--- config.mk ---
export PLATFORM = sky130hd
export DESIGN_NAME = spi_status_router
export DESIGN_NICKNAME = d
export VERILOG_FILES = /design/src/rtl/spi_sr_pkg.sv /design/src/rtl/spi_sr_flag_bank.sv /design/src/rtl/spi_sr_ctrl_regs.sv /design/src/rtl/spi_sr_router.sv /design/src/rtl/spi_status_router.sv
export SDC_FILE = /design/constraint.sdc
export NUM_CORES = 1
export LEC_CHECK = 0
export BUFFER_PORTS_ARGS = -buffer_cell sky130_fd_sc_hd__buf_2
export CAP_MARGIN = 20
export CORE_MARGIN = 5
export CORE_UTILIZATION = 45
export DETAILED_ROUTE_END_ITERATION = 8
export PLACE_DENSITY_LB_ADDON = 0.15
export SKIP_CTS_REPAIR_TIMING = 1
export SLEW_MARGIN = 10
export SYNTH_ARGS = -nofsm -noshare
export SYNTH_HDL_FRONTEND = slang
export SYNTH_SLANG_ARGS = --single-unit
--- constraint.sdc ---
create_clock -name clk -period 2 [get_ports clk]
set_clock_uncertainty 0.05 [all_clocks]
set_input_delay 0.3 -clock clk [delete_from_list [all_inputs] [get_ports clk]]
set_output_delay 0.3 -clock clk [all_outputs]
set_load 0.02 [all_outputs]
--- src/rtl/spi_sr_pkg.sv ---
package spi_sr_pkg;
  localparam int NUM_FLAGS = 6;

  localparam int FLG_DONE  = 0;
  localparam int FLG_QEND  = 1;
  localparam int FLG_TXUR  = 2;
  localparam int FLG_ROOM  = 3;
  localparam int FLG_RXOR  = 4;
  localparam int FLG_DATA  = 5;
  localparam int RUN_BIT   = 7;

  // flags that mirror a FIFO level instead of latching a pulse
  localparam logic [NUM_FLAGS-1:0] LEVEL_MASK = (1 << FLG_ROOM) | (1 << FLG_DATA);

  localparam int ADR_STATUS = 0;
  localparam int ADR_ENABLE = 1;
  localparam int ADR_ROUTE  = 2;
  localparam int ADR_CTRL   = 3;

  localparam int RT_TX = 0;
  localparam int RT_RX = 1;
  localparam int CT_HALT = 0;
  localparam int CT_DIS  = 1;
endpackage

--- src/rtl/spi_sr_flag_bank.sv ---
module spi_sr_flag_bank
  import spi_sr_pkg::*;
#(
  parameter int N = NUM_FLAGS
) (
  input  logic         clk,
  input  logic         rst,
  input  logic [N-1:0] ev,
  input  logic         clr_we,
  input  logic [N-1:0] clr_mask,
  output logic [N-1:0] flags
);
  for (genvar i = 0; i < N; i++) begin : g_flag
    if (LEVEL_MASK[i]) begin : g_level
      always_ff @(posedge clk) begin
        if (rst) flags[i] <= 1'b0;
        else     flags[i] <= ev[i];
      end

      assert_level_up_R6: assert property (@(posedge clk) disable iff (rst)
        ev[i] |=> flags[i]);
      assert_level_down_R6: assert property (@(posedge clk) disable iff (rst)
        !ev[i] |=> !flags[i]);
    end else begin : g_sticky
      logic hit;
      assign hit = clr_we & clr_mask[i];
      always_ff @(posedge clk) begin
        if (rst)        flags[i] <= 1'b0;
        else if (ev[i]) flags[i] <= 1'b1;
        else if (hit)   flags[i] <= 1'b0;
      end

      assert_set_wins_R4: assert property (@(posedge clk) disable iff (rst)
        ev[i] |=> flags[i]);
      assert_hold_R2: assert property (@(posedge clk) disable iff (rst)
        (flags[i] && !hit) |=> flags[i]);
      assert_w1c_R3: assert property (@(posedge clk) disable iff (rst)
        (hit && !ev[i]) |=> !flags[i]);
    end
  end
endmodule

--- src/rtl/spi_sr_ctrl_regs.sv ---
module spi_sr_ctrl_regs
  import spi_sr_pkg::*;
#(
  parameter int ADDR_W = 2,
  parameter int DATA_W = 8,
  parameter int N      = NUM_FLAGS
) (
  input  logic              clk,
  input  logic              rst,
  input  logic              reg_wr,
  input  logic [ADDR_W-1:0] reg_addr,
  input  logic [DATA_W-1:0] reg_wdata,
  output logic [N-1:0]      req_en,
  output logic              tx_route,
  output logic              rx_route,
  output logic              halt,
  output logic              mod_dis,
  output logic              running
);
  logic wr_en, wr_rt, wr_ct;
  assign wr_en = reg_wr && (reg_addr == ADDR_W'(ADR_ENABLE));
  assign wr_rt = reg_wr && (reg_addr == ADDR_W'(ADR_ROUTE));
  assign wr_ct = reg_wr && (reg_addr == ADDR_W'(ADR_CTRL));

  always_ff @(posedge clk) begin
    if (rst) begin
      req_en   <= '0;
      tx_route <= 1'b0;
      rx_route <= 1'b0;
      halt     <= 1'b1;
      mod_dis  <= 1'b0;
      running  <= 1'b0;
    end else begin
      if (wr_en) req_en <= reg_wdata[N-1:0];
      if (wr_rt) begin
        tx_route <= reg_wdata[RT_TX];
        rx_route <= reg_wdata[RT_RX];
      end
      if (wr_ct) begin
        halt    <= reg_wdata[CT_HALT];
        mod_dis <= reg_wdata[CT_DIS];
      end
      running <= !halt && !mod_dis;
    end
  end

  assert_run_needs_go_R10: assert property (@(posedge clk) disable iff (rst)
    running |-> (!$past(halt) && !$past(mod_dis)));
endmodule

--- src/rtl/spi_sr_router.sv ---
module spi_sr_router
  import spi_sr_pkg::*;
#(
  parameter int N = NUM_FLAGS
) (
  input  logic         clk,
  input  logic         rst,
  input  logic [N-1:0] flags,
  input  logic [N-1:0] req_en,
  input  logic         tx_route,
  input  logic         rx_route,
  output logic         irq,
  output logic         tx_dma_req,
  output logic         rx_dma_req
);
  logic         tx_to_dma, rx_to_dma;
  logic [N-1:0] dma_mask, irq_src;

  assign tx_to_dma = req_en[FLG_ROOM] & tx_route;
  assign rx_to_dma = req_en[FLG_DATA] & rx_route;

  always_comb begin
    dma_mask = '0;
    dma_mask[FLG_ROOM] = tx_to_dma;
    dma_mask[FLG_DATA] = rx_to_dma;
    irq_src = flags & req_en & ~dma_mask;
  end

  always_ff @(posedge clk) begin
    if (rst) begin
      irq        <= 1'b0;
      tx_dma_req <= 1'b0;
      rx_dma_req <= 1'b0;
    end else begin
      irq        <= |irq_src;
      tx_dma_req <= tx_to_dma & flags[FLG_ROOM];
      rx_dma_req <= rx_to_dma & flags[FLG_DATA];
    end
  end

  assert_irq_off_when_masked_R5: assert property (@(posedge clk) disable iff (rst)
    !$past(|req_en) |-> !irq);
  assert_tx_route_R7: assert property (@(posedge clk) disable iff (rst)
    tx_dma_req |-> $past(tx_route));
  assert_rx_route_R8: assert property (@(posedge clk) disable iff (rst)
    rx_dma_req |-> $past(rx_route));
  assert_dma_needs_en_R9: assert property (@(posedge clk) disable iff (rst)
    (tx_dma_req |-> $past(req_en[FLG_ROOM])) and (rx_dma_req |-> $past(req_en[FLG_DATA])));
  assert_dma_latency_R11: assert property (@(posedge clk) disable iff (rst)
    tx_dma_req |-> $past(flags[FLG_ROOM]));
endmodule

--- src/rtl/spi_status_router.sv ---
module spi_status_router
  import spi_sr_pkg::*;
#(
  parameter int ADDR_W = 2,
  parameter int DATA_W = 8
) (
  input  logic              clk,
  input  logic              rst,
  input  logic              ev_frame_done,
  input  logic              ev_queue_end,
  input  logic              ev_tx_underrun,
  input  logic              tx_has_room,
  input  logic              ev_rx_overrun,
  input  logic              rx_has_data,
  input  logic              reg_wr,
  input  logic [ADDR_W-1:0] reg_addr,
  input  logic [DATA_W-1:0] reg_wdata,
  output logic [DATA_W-1:0] reg_rdata,
  output logic              irq,
  output logic              tx_dma_req,
  output logic              rx_dma_req
);
  localparam int N = NUM_FLAGS;

  logic [N-1:0] ev_vec, flags, req_en;
  logic         tx_route, rx_route, halt, mod_dis, running;
  logic         clr_we;

  always_comb begin
    ev_vec = '0;
    ev_vec[FLG_DONE] = ev_frame_done;
    ev_vec[FLG_QEND] = ev_queue_end;
    ev_vec[FLG_TXUR] = ev_tx_underrun;
    ev_vec[FLG_ROOM] = tx_has_room;
    ev_vec[FLG_RXOR] = ev_rx_overrun;
    ev_vec[FLG_DATA] = rx_has_data;
  end

  assign clr_we = reg_wr && (reg_addr == ADDR_W'(ADR_STATUS));

  spi_sr_flag_bank #(.N(N)) u_flags (
    .clk(clk), .rst(rst), .ev(ev_vec), .clr_we(clr_we),
    .clr_mask(reg_wdata[N-1:0]), .flags(flags)
  );

  spi_sr_ctrl_regs #(.ADDR_W(ADDR_W), .DATA_W(DATA_W), .N(N)) u_ctrl (
    .clk(clk), .rst(rst), .reg_wr(reg_wr), .reg_addr(reg_addr),
    .reg_wdata(reg_wdata), .req_en(req_en), .tx_route(tx_route),
    .rx_route(rx_route), .halt(halt), .mod_dis(mod_dis), .running(running)
  );

  spi_sr_router #(.N(N)) u_route (
    .clk(clk), .rst(rst), .flags(flags), .req_en(req_en),
    .tx_route(tx_route), .rx_route(rx_route), .irq(irq),
    .tx_dma_req(tx_dma_req), .rx_dma_req(rx_dma_req)
  );

  logic [DATA_W-1:0] rd_next;
  always_comb begin
    rd_next = '0;
    case (reg_addr)
      ADDR_W'(ADR_STATUS): begin
        rd_next[N-1:0]   = flags;
        rd_next[RUN_BIT] = running;
      end
      ADDR_W'(ADR_ENABLE): rd_next[N-1:0] = req_en;
      ADDR_W'(ADR_ROUTE): begin
        rd_next[RT_TX] = tx_route;
        rd_next[RT_RX] = rx_route;
      end
      ADDR_W'(ADR_CTRL): begin
        rd_next[CT_HALT] = halt;
        rd_next[CT_DIS]  = mod_dis;
      end
      default: rd_next = '0;
    endcase
  end

  always_ff @(posedge clk) begin
    if (rst) reg_rdata <= '0;
    else     reg_rdata <= rd_next;
  end

  assert_reset_quiet_R1: assert property (@(posedge clk)
    $past(rst) |-> (!irq && !tx_dma_req && !rx_dma_req));
endmodule

-- Word level (Yosys, flattened, before mapping)
Cells that the tools add are included.
Widths: inputs -> output; s select.
- order comparisons: 0
- muxes and demuxes: 10
- divide/modulo/power cells: 0
- equality and inequality tests: 3
- $add $sub $neg: 0
- shift operators: 0
- bitwise gates (word level): 12
- multipliers: 0
- reduce and logical (&&, ||, !) cells: 14
- operators by type and width (cell ; count):
    $and 6x6->6 ; 2
    $and 1x1->1 ; 8
    $mux 1 ; 8
    $pmux 2 s4 ; 1
    $pmux 4 s2 ; 1
    $reduce_bool 2->1 ; 4
    $not 6->6 ; 1
    $reduce_or 6->1 ; 1
    $logic_and 1x1->1 ; 5
    $eq 2x2->1 const B ; 2
    $eq 2x1->1 const B ; 1
    $logic_not 1->1 ; 2
    $logic_not 2->1 ; 1
    $reduce_or 2->1 ; 1
    $not 1->1 ; 1
- memory bits (read-only): 0
- bits of input ports: 19
- register bits: 28
- word-level logic and storage cells: 57
- bits in latches: 0
- output and inout bits: 11
- bits in writable memories: 0
- memories: 0

-- Longest topological paths before layout
Gate-level depths: netlist (run 1).
- depth after elaboration: 5
- depth in mapped cells: 4
- depth with buffers taken out: 3

-- By module
From an unflattened synthesis (run 1), not the netlist that was laid out.
- cell total of the unflattened synthesis: 99
- area, all modules: 1116.1 µm²
- by module, submodules not included (module ; sequential area each (µm²) ; area each (µm²) ; cells an instance ; times used):
    spi_sr_ctrl_regs ; 220.2 ; 464.2 ; 44 ; 1
    spi_status_router ; 140.1 ; 312.8 ; 25 ; 1
    spi_sr_flag_bank ; 120.1 ; 200.2 ; 20 ; 1
    spi_sr_router ; 60.1 ; 138.9 ; 10 ; 1

-- Worst setup path before layout (run 1)
No wires, ideal clock.
- path type: input -> register
- start: input port reg_addr[1]
- end: register reg_rdata[0]
- path slack: 0.944 ns
- cell stages on the path: 2
- data required time: 1.825 ns
- library setup time: 0.125 ns
- arrival time: 0.881 ns
- buffers on the path: 0
- cells stage by stage: mux4_2 -> nor2b_1
- word-level cells in the longest chain between the ends: 2
- elaborated cells between the ends (all ways): 5
- those cells by class: 3 x eq/ne; 1 x mux; 1 x reduce/logical
- ends and longest elaborated chain (item ; line ; source):
    from (decl) ; spi_status_router.sv:16 ; input logic [ADDR_W-1:0] reg_addr,
    $eq 2x2->1, or another cell as far along ; spi_status_router.sv:61 ; case (reg_addr)
    $pmux 2 s4 (*) ; spi_status_router.sv:61 ;
    to (signal assigned) ; spi_status_router.sv:81 ; else reg_rdata <= rd_next;
    to (decl) ; spi_status_router.sv:18 ; output logic [DATA_W-1:0] reg_rdata,
Mark *: on every way between the ends. The rest lies on a longest branch, timed or not.
A chain may end at the register's enable or synchronous reset.

-- Final worst setup path (run 1)
- start: register reg_rdata[5]
- end: output port reg_rdata[5]
No word-level cell between the ends.

==> results of run 1 <==
[flip-flops by register name, indices dropped and copies added (netlist names)]
register            cells
u_route.irq             1
u_route.tx_dma_req      1
u_ctrl.halt             1
reg_rdata               7
u_ctrl.req_en           6
u_ctrl.mod_dis          1
u_flags.flags           6
u_ctrl.tx_route         1
u_route.rx_dma_req      1
u_ctrl.running          1
u_ctrl.rx_route         1
[per-layer routing]
metal / routed length [um] / share of wire [%] / vias up / track usage (%)
met5: 0 / 0 / - / 0
met4: 14 / 0.74 / 0 / 5.96
met3: 113 / 6.0 / 2 / 2.67
met2: 908 / 48 / 14 / 20.0
met1: 854 / 45 / 349 / 16.6
li1: - / - / 374 / -
[final timing paths]
kind / end / slack [ns] / depth (start not counted)
max reg2reg: reg_rdata[1]$_SDFF_PP0_ / 0.89 / 2
min: u_flags.flags[2]$_SDFFE_PP0P_ / 0.13 / 2
max: reg_rdata[5] / 0.85 / 1
min reg2reg: u_ctrl.running$_SDFF_PP0_ / 0.41 / 1
[Yosys cell counts (all sizes together)]
cell and n:
dfxtp 27, mux2i 14, nor2 13, buf 5
nor3 5, a311oi 4, inv 4, nor2b 4
nor3b 3, a22oi 2, mux4 2, nand2 2
nand3b 2, a31oi 1, clkbuf 1, conb 1
nand2b 1, nand3 1, nor4b 1, o22a 1
[per-stage QoR]
stage / worst slack, ns / util [%]
6_report: 0.850 / 53.5
5_1_grt: 0.782 / 53.5
4_1_cts: 0.833 / 53.5
3_5_place_dp: 0.552 / 52.3
3_3_place_gp: 0.548 / 52.3
2_1_floorplan: 0.944 / -
[cells in the final DEF, fill, tap and decap left out, types with 2 or more instances in the layout]
master / instances
dfxtp_1: 27
buf_2: 26
mux2i_1: 14
nor2_1: 13
nor3_1: 5
inv_1: 4
a311oi_1: 4
nor2b_1: 4
clkbuf_4: 3
nand2_1: 2
nor3b_1: 2
a22oi_1: 2
mux4_2: 2
[report_power, final]
part	switching [mW]	internal, mW
clock network	0.149	0.0778
registers	0.0122	0.559
logic	0.0514	0.0446
total	0.213	0.681
[cell type report]
cell class	count	area share, %
clock buffer	4	2.22
sequential	27	45.7
multi-input combinational	57	36.8
inverter	4	1.27
tap	28	2.96
timing repair buffer	26	11.0
[logic make-up after synthesis]
| group | after synthesis |
|---|---|
| DFF | 27 |
| other | 1 |
| buffers and inverters | 10 |
| and+or+nand+nor | 32 |
| AOI/OAI and AO/OA | 8 |
| muxes | 16 |
==> results.md, run 1 <==
* Final Non-Filler Cells at 146
* Fillers at approximately 220
* Pwr Density at about 760 nW/um^2
* CP Capture Type: output port
* Cells after DPL at roughly 140
* Hold WC Path Type: in2reg
* Layout cells sized above 1 at between 20% and 30%
* Peak supply drop at slightly above 0.0004 V
* Die W at approximately 58 um
* Ports at 30
* Reg area at approximately 540 sq um
* Routed Antenna Nets at 0
* Max Cap Viol at 0
* Status: complete, no violations
* CTS sink count at 27
* First-pass GRT wire length at 3360 um
* Fin area at 1180 sq um
* Fin Hold WS at 0.125 ns
* Vias at between 700 and 800
* CP Launch Point: reg_rdata[5]$_SDFF_PP0_
* Post-Synth XOR/XNOR Area at 0%
* Avg Inst Size Synth at 11.0 sq um
* Post-synth top area share at between 50 and 60%
* Total Routing Usage GR at between 10% and 20%
* Initial antenna violation count at 0
* Core area at around 2200 sq um
* Period minus WS final at roughly 1.2 ns
* Initial DRC Count at 7
* Critical path cell sequence: buf_2
* RR Startpoint: u_ctrl.mod_dis$_SDFFE_PP0P_
* # H-tree levels at 1
* Ant diodes at 0
* CTS Buffer Depth at 2
* Fin crit share at a little under three fifths
* Max incr delay on CP at between 0.3 and 0.4 ns
* DRC viols at 0
* Nets@finish at ~140
* Distinct cells, synth at 24
* Cell row count at 17
* Post-synthesis simple-gate area fraction at 17.5%
* Post-Synth Adder-Cell Area at 0%
* Drt first pass iters at 4
* Largest family of logic cells by synthesized area: multiplexers
* Crit path max fanout at 1
* Initial Util at 46.8%
* Max Slew Vio Count at 0
* Area Overhead vs Synth at 14.3%
* Post-synthesis compound-gate area fraction at roughly 6.3%
* Post-Synthesis Cell Area at approximately 1000 sq um
* Yosys warning count at 0
* Mapped Cells at between 90 and 100
* DRT Wirelength at 1890 um
* Post-DR wirelength/cell at about 13 um
* Final setup TNS at 0 ns
* Mux share of post-synthesis cell area at between 10% and 20%
* CP bufs+invs at 1
* Hold Vio Cnt, Final at 0
* Clk pin slew, worst setup/hold paths at ~0.14 ns
* Yosys reg bits at 27
* Leakage at 0.574 nW
* Largest net degree at the start of global routing at 28
* CP required at 1.65 ns
* Post-DP HPWL at around 1400 um
* Die area at about 3400 sq um
* Hold_sp: reg_wdata[2]
* GPL Wtd Cong at approximately 0.8
* Largest cells by area after synthesis: dfxtp_1 (52%), mux2i_1 (14%), nor2_1 (4.7%)
* Clk Latency, worst-skew pair at ~0.31 ns
* Post-DP Area at 1160 sq um
* Slowest CP cell: dfxtp_1
* Cell family with most CP delay: flip-flops
* Via density at 5.06
* Register area share after synthesis at a little over half
* Gr ovfl total at 0
* Pwr Total at roughly 890 uW
* PortBufs at 26
* Area used by multi-input combinational logic at approximately 440 sq um
* Critical Path Start Type: flop
* Post-Syn Nets at between 100 and 150
* CTS Buf Count at 3
* Final setup fails at 0
* Arrival time at the worst endpoint at ~0.80 ns
* Die Height at approximately 58 um
* Vias in the first global route at 730
* RSZ-0062 raised after global routing: no
* FMAX at between 800 and 900 MHz
* CTS tree: done
* Area leader, netlist: dfxtp_1
* Root Buffer: clkbuf_4
* WS Path Type: reg2out
(Power assumes the default switching activity.)
==> run 2: changes to the inputs <==
--- a/config.mk
+++ b/config.mk
@@ -8,7 +8,7 @@
 export BUFFER_PORTS_ARGS = -buffer_cell sky130_fd_sc_hd__buf_2
 export CAP_MARGIN = 20
 export CORE_MARGIN = 5
-export CORE_UTILIZATION = 45
+export CORE_UTILIZATION = 44
 export DETAILED_ROUTE_END_ITERATION = 8
 export PLACE_DENSITY_LB_ADDON = 0.15
 export SKIP_CTS_REPAIR_TIMING = 1
==> constraint.sdc (replaced) <==
create_clock -name clk -period 1 [get_ports clk]
set_clock_uncertainty 0.05 [all_clocks]
set_input_delay 0.15 -clock clk [delete_from_list [all_inputs] [get_ports clk]]
set_output_delay 0.15 -clock clk [all_outputs]
set_load 0.02 [all_outputs]
==> run 2 against run 1 <==
Effect of this change: the flow now finishes with violations (setup timing); critical endpoint is now reg_rdata[1]$_SDFF_PP0_; register-to-register slack worse by 0.99 ns; final area up 25%; utilization up 13 points.
==> results.md, run 2 (synthesized netlist as in run 1, its figures left out) <==
* Die W at 58.5 um (+0.94%)
* RSZ-0062 raised after global routing: yes
* Hold_sp: ev_queue_end
* Most frequent cells in the layout: buf_2 (16), buf_4 (16), mux2i_1 (14), dfxtp_1 (14)
* Max Slew Vio Count at 0 (unchanged)
* Hold WC Path Type: in2reg
* Leakage at 0.709 nW (+24%)
* Total Routing Usage GR at 13.1% (+0.40 points)
* Fin crit share at 110%
* Post-DP HPWL at 1610 um (+15%)
* Cell row count at 17 (unchanged)
* Max incr delay on CP at 0.44 ns (+0.11 ns)
* DRC viols at 0 (unchanged)
* CP Capture Type: flop
* Biggest regs: reg_rdata: 7 flops, u_ctrl.req_en: 6 flops, u_flags.flags: 6 flops
* Vias in the first global route at 834 (+14%)
* Failing checks: setup timing
* Largest register by flop count: reg_rdata
* Routed Antenna Nets at 0 (unchanged)
* Final Core Density at 66.2% (+13 points)
* Largest net degree at the start of global routing at 28 (unchanged)
* Cells after DPL at 159 (+12%)
* RR Startpoint: u_ctrl.rx_route$_SDFFE_PP0P_
* Drt first pass iters at 2 (-2)
* Core area at 2230 sq um (+0.96%)
* Worst setup margin at -0.0951 ns (-0.945 ns)
* DRT Wirelength at 2180 um (+15%)
* End of the critical path: reg_rdata[1]$_SDFF_PP0_
* Layout cells sized above 1 at 45.8% (+18 points)
* R2r endpoint: reg_rdata[1]$_SDFF_PP0_
* Initial antenna violation count at 0 (unchanged)
* R2R Setup Slk at -0.1 ns (-0.99 ns)
* Worst R2R Path Depth at 2 (unchanged)
* Initial Util at 46.3% (-0.45 points)
* Final Non-Filler Cells at 170 (+16%)
* WS Path Type: reg2reg
* First-pass GRT wire length at 3450 um (+2.7%)
* Reg area at 557 sq um (+3.0%)
* Max Cap Viol at 0 (unchanged)
* Area used by multi-input combinational logic at 440 sq um (+1.1%)
* Fillers at 200 (-9.5%)
* Via density at 5.01 (-1.1%)
* Status: finished, violations left
* GPL Wtd Cong at 0.760 (-4.5%)
* Arrival time at the worst endpoint at 1.25 ns (+0.45 ns)
* CTS tree: done
* Ports at 30 (unchanged)
* Initial DRC Count at 11 (+4)
* Peak supply drop at 0.000963 V (+130%)
* Area Overhead vs Synth at 42.8%
* Largest register FFs at 7 (unchanged)
* CTS sink count at 27 (unchanged)
* Die Height at 58.5 um (+0.94%)
* Vias at 851 (+15%)
* Clk pin slew, worst setup/hold paths at 0.14 ns (about the same)
* Nets@finish at 162 (+17%)
* FMAX at 913 MHz
* CTS Buf Count at 3 (unchanged)
* Final setup fails at 2 (+2)
* CP Launch Point: u_ctrl.rx_route$_SDFFE_PP0P_
* PortBufs at 26 (unchanged)
* Critical Path Start Type: flop
* Gr ovfl total at 0 (unchanged)
* Root Buffer: clkbuf_4
* Hold Vio Cnt, Final at 0 (unchanged)
* Pwr Density at 1280 nW/um^2 (+70%)
* # H-tree levels at 1 (unchanged)
* Clk Latency, worst-skew pair at 0.32 ns (about the same)
* Period minus WS final at 1.10 ns
* Crit path max fanout at 2 (+1)
* Ant diodes at 0 (unchanged)
* Critical path cell sequence: mux4_2 -> nor2b_1
* Slowest CP cell: mux4_2
* Post-DR wirelength/cell at 12.8 um (-0.94%)
* Die area at 3420 sq um (+1.9%)
* CP required at 1.16 ns (-0.49 ns)
* CTS Buffer Depth at 2 (unchanged)
==> run 2: changes by cell type in the layout (fill, tap and decap cells not counted), moves of 7 or more <==
cell | before | now
buf_2 | 26 | 16
buf_6 | 0 | 10
dlygate4sd3_1 | 0 | 7
buf_4 | 0 | 16
dfxtp_2 | 0 | 13
dfxtp_1 | 27 | 14
==> run 2: where the power goes <==
group / internal (mW) / switching, mW
sequential: 1.12 / 0.0230
combinational: 0.162 / 0.123
clock: 0.150 / 0.317
total: 1.43 / 0.464
==> run 2: layout make-up <==
class,count,share of cell area [%]
repair buffers,50,27.3
clock buffers,3,1.52
flip-flops and latches,27,37.7
multi-input cells,57,29.8
inverters,4,1.02
clock inverters,1,0.339
well taps,28,2.37
==> run 2: routing by layer <==
layer	share of wire, %	up-vias	track usage [%]
li1	-	423	-
met1	44	401	15.1
met2	48	21	22.3
met3	5.2	6	2.41
met4	2.3	0	7.95
met5	0	-	0
==> run 2: worst min-delay path by stage <==
stage / cells past startpoint / slack, ns / endpoint
after detailed placement: 2 / 0.31 / u_flags.flags[4]$_SDFFE_PP0P_
after global routing: 3 / 0.001 / u_flags.flags[1]$_SDFFE_PP0P_
final: 3 / 0.02 / u_flags.flags[1]$_SDFFE_PP0P_
after global placement: 2 / 0.31 / u_flags.flags[2]$_SDFFE_PP0P_
after floorplan: 1 / 0.21 / u_flags.flags[0]$_SDFFE_PP0P_
after CTS: 2 / -0.04 / u_flags.flags[2]$_SDFFE_PP0P_
==> run 2: through the flow <==
| step | setup TNS (ns) | setup slack [ns] | total power [mW] | instance area, sq um | hold slack, ns |
|---|---|---|---|---|---|
| finish | -0.167 | -0.0951 | 1.90 | 1480 | 0.0226 |
| global route | -0.445 | -0.126 | 1.99 | 1480 | 0.00125 |
| CTS | -0.326 | -0.0987 | 1.87 | 1320 | -0.0431 |
| detailed placement | -1.03 | -0.130 | 1.41 | 1300 | 0.313 |
| global placement | -0.810 | -0.0893 | 1.41 | 1300 | 0.307 |
| floorplan | -0.0751 | -0.0379 | 1.30 | 1030 | 0.209 |
==> run 2: worst max-delay path, delay by kind of cell (launching register included) <==
kind / cells / cell delay [ns]
flip-flops: 1 / 0.35
AND/OR/NAND/NOR: 1 / 0.14
multiplexers: 1 / 0.44
